**src/rtl/pmp_chk_pkg.sv**
```systemverilog
package pmp_chk_pkg;

    typedef enum logic [1:0] {
        MATCH_OFF  = 2'd0,
        MATCH_TOR  = 2'd1,
        MATCH_RSV  = 2'd2,
        MATCH_POW2 = 2'd3
    } match_mode_e;

    typedef enum logic [1:0] {
        ACC_READ  = 2'd0,
        ACC_WRITE = 2'd1,
        ACC_EXEC  = 2'd2,
        ACC_BAD   = 2'd3
    } acc_kind_e;

    // bit 7 lock, 6:5 reserved, 4:3 mode, 2 x, 1 w, 0 r
    typedef struct packed {
        logic        lock;
        logic [1:0]  rsv;
        match_mode_e mode;
        logic        x;
        logic        w;
        logic        r;
    } ent_cfg_t;

    localparam logic [7:0] CFG_WMASK = 8'h9F;

endpackage

```
**src/rtl/pmp_regfile.sv**
```systemverilog
module pmp_regfile
    import pmp_chk_pkg::*;
#(
    parameter int unsigned N_ENT = 16,
    parameter int unsigned AW    = 32,
    parameter int unsigned IDXW  = $clog2(N_ENT)
) (
    input  logic                          clk,
    input  logic                          rst_n,
    input  logic                          we,
    input  logic                          sel_addr,
    input  logic [IDXW-1:0]               idx,
    input  logic [AW-1:0]                 wdata,
    output logic [AW-1:0]                 rdata,
    output ent_cfg_t [N_ENT-1:0]          cfg_o,
    output logic [N_ENT-1:0][AW-1:0]      bnd_o
);

    ent_cfg_t [N_ENT-1:0]     cfg_q;
    logic [N_ENT-1:0][AW-1:0] bnd_q;

    for (genvar i = 0; i < N_ENT; i++) begin : g_ent
        logic hit;
        logic guard;

        assign hit = we && (idx == IDXW'(i));

        if (i < N_ENT - 1) begin : g_guard
            assign guard = cfg_q[i+1].lock && (cfg_q[i+1].mode == MATCH_TOR);
        end else begin : g_last
            assign guard = 1'b0;
        end

        always_ff @(posedge clk) begin
            if (!rst_n) begin
                cfg_q[i] <= '0;
                bnd_q[i] <= '0;
            end else begin
                if (hit && !sel_addr && !cfg_q[i].lock) begin
                    cfg_q[i] <= ent_cfg_t'(wdata[7:0] & CFG_WMASK);
                end
                if (hit && sel_addr && !cfg_q[i].lock && !guard) begin
                    bnd_q[i] <= wdata;
                end
            end
        end
    end

    always_comb begin
        if (sel_addr) begin
            rdata = bnd_q[idx];
        end else begin
            rdata = {{(AW-8){1'b0}}, cfg_q[idx]};
        end
    end

    assign cfg_o = cfg_q;
    assign bnd_o = bnd_q;

endmodule

```
**config.mk**
```make
export PLATFORM = sky130hd
export DESIGN_NAME = pmp_regfile
export DESIGN_NICKNAME = d
export VERILOG_FILES = /design/src/rtl/pmp_chk_pkg.sv /design/src/rtl/pmp_regfile.sv
export SDC_FILE = /design/constraint.sdc
export NUM_CORES = 1
export LEC_CHECK = 0
export CAP_MARGIN = 40
export CELL_PAD_IN_SITES_DETAIL_PLACEMENT = 1
export CELL_PAD_IN_SITES_GLOBAL_PLACEMENT = 1
export CORE_AREA = 2 2 279 281
export CTS_BUF_LIST = sky130_fd_sc_hd__clkbuf_2
export DETAILED_ROUTE_END_ITERATION = 8
export DIE_AREA = 0 0 281 283
export DONT_BUFFER_PORTS = 1
export GPL_TIMING_DRIVEN = 0
export PLACE_DENSITY_LB_ADDON = 0.25
export SLEW_MARGIN = 25
export SYNTH_ARGS = -nofsm -noshare
export SYNTH_HDL_FRONTEND = slang
export SYNTH_SLANG_ARGS = --single-unit
```
**constraint.sdc**
```tcl
create_clock -name clk -period 2.9 [get_ports clk]
set_input_delay 0.29 -clock clk [delete_from_list [all_inputs] [get_ports clk]]
set_output_delay 0.29 -clock clk [all_outputs]
set_load 0.03 [all_outputs]
```
==> flow_metrics.py <==
metrics = {
    "timing": {
        "min_period_ns": 3.445,
        "finalWorstSetupSlack_ns": -0.5455,
        "skew_ns": 0.1445,
        "hold_viol_final": 0,
        "setup_violations": 32,
        "drv_slew": 0,
        "fin_crit_sh_pct": 118.8,
        "rsz0062_at_grt": "yes",
        "clock.fmax_mhz": 290.2,
        "relSlewSlack_pct": 39.17,
        "worst_slew_pin_slew_ns": 0.9125,
    },
    "floorplan": {
        "core_area_mm2": 0.07670,
        "start_util_pct": 36.82,
        "die_w_um": 281,
        "io_pins": 712,
        "fp.dieH_um": 283,
        "fp.dieArea_mm2": 0.07952,
        "rows": 102,
    },
    "grt": {
        "grt-ovfl-total": 0,
        "globalRouteMet3Util_pct": 13.95,
        "grt_max_degree": 17,
        "antenna_found_initial": 20,
        "grt.busiest_layer": "met2",
        "grt_first_pass_wirelength_um": 213100,
        "grt_use_total_pct": 37.99,
        "grt_pass1_vias": 27760,
        "use_met1_pct": 43.48,
        "grt_util_met2_pct": 61.44,
    },
    "yosys": {
        "synth_top_area_share_pct": 43.10,
        "yosys.area_share.simple_pct": 18.31,
        "syn_area_per_cell_um2": 9.610,
        "ys.flop_type": "dfxtp_1",
        "ys_warn_count": 0,
        "synth_compound_area_share_pct": 12.15,
        "synthMuxAreaShare_pct": 21.21,
        "synth.top_cells.by_area": "dfxtp_1 (43%), mux4_2 (12%), nand2_1 (11%)",
        "synth_cells": 2939,
        "synth_top_cell_by_area": "dfxtp_1",
        "synth_fa_ha_area_share_pct": 0,
        "async_reset_ff_share_pct": 0,
        "synth_top_family_by_area": "multiplexers",
        "yosys-top-cells-count": "nand2_1 (795), dfxtp_1 (608), a21boi_1 (268), mux2i_1 (252), nor2b_1 (227)",
        "synth-seq-cells": 608,
        "synthXorXnorAreaFrac_pct": 0,
        "seq_area_frac_synth_pct": 43.10,
        "synth.most_common_cell": "nand2_1",
        "synth_enable_flop_cells": 0,
        "syn_area_mm2": 0.02824,
        "synth_cell_types": 46,
    },
    "placed_design": {
        "pre_cts_slack_ns": -0.9394,
        "gp_congestion": 0.9178,
        "hpwlAfterDp_um": 114300,
        "postPlaceCellArea_mm2": 0.02993,
        "port_buffers": 0,
    },
    "layout": {
        "final_cell_area_mm2": 0.03421,
        "drive_above_1_share_pct": 33.31,
        "areaGrowthSynthToFinish_pct": 21.12,
        "nets": 3339,
        "nFillCells": 8698,
    },
    "worst_setup_path": {
        "crit_end": "rdata[4]",
        "start_kind": "register",
        "r2r-start": "cfg_o[39]",
        "crit_type": "register to output pin",
        "path_max_fanout": 3,
        "critPathArrivalTime_ns": 3.16,
        "crit_start": "bnd_o[196]",
        "r2r_end": "bnd_o[96]",
        "crit_path_end_kind": "output pin",
        "rrSetupSlack_ns": 0.08,
        "worstPathRequired_ns": 2.61,
        "reg2reg_depth": 7,
    },
    "detailed_routing": {
        "finalWirelength_um": 154500,
        "wl_per_cell_um": 34.42,
        "postRouteAntennaNets": 0,
        "vias": 26370,
        "drt_iter0_markers": 2254,
        "drc": 0,
        "vias_per_cell": 5.875,
        "firstDrtPassIters": 6,
    },
    "worst_hold_path": {
        "hp-start": "wdata[4]",
        "hp-class": "primary input to register",
    },
    "cts": {
        "clkTransAtPathRegs_ns": 0.11,
        "tritoncts": "done",
        "cts_buffers": 172,
        "cts.sinks": 608,
        "clkLatencyLatePin_ns": 1.41,
        "clockRootBuffer": "clkbuf_2",
        "htreeDepth": 4,
        "clockBufferDepth": 3,
    },
    "power_and_ir_drop": {
        "leakage_nw": 12.99,
        "peakVddDrop_v": 0.0002801,
        "finalPower_mw": 17.02,
        "p_per_area_mw_per_mm2": 497.4,
    },
    "outcome": {
        "violations": "negative setup slack",
        "status": "finished, violations left",
    },
    "flow_run": {
        "max-cap-violations": 0,
    },
}
-- kinds of logic (layout without fill, tap and decap cells) --
| family | Yosys count | after routing |
|---|---|---|
| flops | 608 | 608 |
| simple gates | 1136 | 1136 |
| mux | 406 | 406 |
| other cells | 1 | 40 |
| compound gates | 468 | 468 |
| buf+inv | 320 | 790 |
-- layout by cell type (no fill, tap or decap), types with 6 or more instances in the layout --
cell type,netlist,routed
nand2_1,795,795
dfxtp_2,0,335
clkbuf_2,0,272
a21boi_1,268,268
mux2i_1,252,249
nor2b_1,227,227
clkbuf_1,183,176
mux4_2,154,154
dfxtp_1,608,137
dfxtp_4,0,136
dlygate4sd3_1,0,122
a21boi_0,116,116
buf_2,85,83
buf_4,38,47
conb_1,1,32
clkinv_1,1,31
and2_4,0,27
buf_6,3,26
or3_1,23,23
a21oi_1,24,21
nor2_1,13,13
o22ai_1,15,9
clkinv_2,0,9
diode_2,0,8
or4_1,7,7
nor3_2,7,7
o22ai_2,0,6
a311oi_4,0,6
nor4_4,1,6
o21ai_0,7,6
-- final cells by class --
class                      instances  area, um2  area share (%)
buffer                           316       1488           4.349
timing repair buffer             155       1572           4.594
sequential                       608      13100           38.30
inverter                           4      15.01         0.04389
tap                             1040       1301           3.804
multi-input combinational       2042      15070           44.05
clock inverter                    50      315.3          0.9217
antenna                            8      20.02         0.05852
clock buffer                     265       1326           3.877
-- critical path: stages, from the launching register on --
cell	delay, ns
dfxtp_1	0.47
mux4_2	0.64
a311oi_4	0.45
nand3_4	0.20
-- how the worst min path moves through the flow --
| stage | end | depth (start not counted) |
|---|---|---|
| 6_report | cfg_o[100] | 4 |
| 5_1_grt | bnd_o[384] | 4 |
| 4_1_cts | cfg_o[95] | 6 |
| 3_5_place_dp | bnd_o[148] | 2 |
| 3_3_place_gp | bnd_o[140] | 2 |
| 2_1_floorplan | bnd_o[176] | 2 |
-- where the power goes --
part | leakage [nW] | switching [mW] | total (mW) | internal, mW
registers | 5.18 | 0.218 | 8.51 | 8.29
clock network | 1.25 | 4.19 | 6.92 | 2.72
logic | 6.55 | 1.05 | 1.59 | 0.539
-- routing by layer --
metal / wire, um / up-vias / share of wire, %
met3: 16310 / 479 / 11
li1: - / 10800 / -
met5: 43 / - / 0.028
met1: 57390 / 13480 / 37
met4: 9047 / 6 / 5.9
met2: 71680 / 1599 / 46
-- what timing repair did --
item,CTS,global route
setup buffers,3,5
hold buffers,123,0
hold endpoints to repair,608,0
resized for setup,640,73
setup endpoints to repair,34,140
pin swaps,21,15
-- state kept, by name, summed over array words and instances, names as in the netlist --
signal / count
bnd_o: 512
cfg_o: 96
-- metrics by stage --
| step | cells | TNS (ns) | utilization [%] | hold slack (ns) |
|---|---|---|---|---|
| 2_1_floorplan | 2970 | 0 | - | 0.4249 |
| 3_5_place_dp | 4027 | -14.88 | 39.02 | 0.4362 |
| 3_3_place_gp | 4010 | -48.46 | 38.67 | 0.4284 |
| 4_1_cts | 4468 | -23.77 | 44.20 | 0.007085 |
| 6_report | 4488 | -13.37 | 44.60 | 0.1875 |
| 5_1_grt | 4484 | -16.86 | 44.59 | 0.1053 |
(Power assumes the default switching activity.)
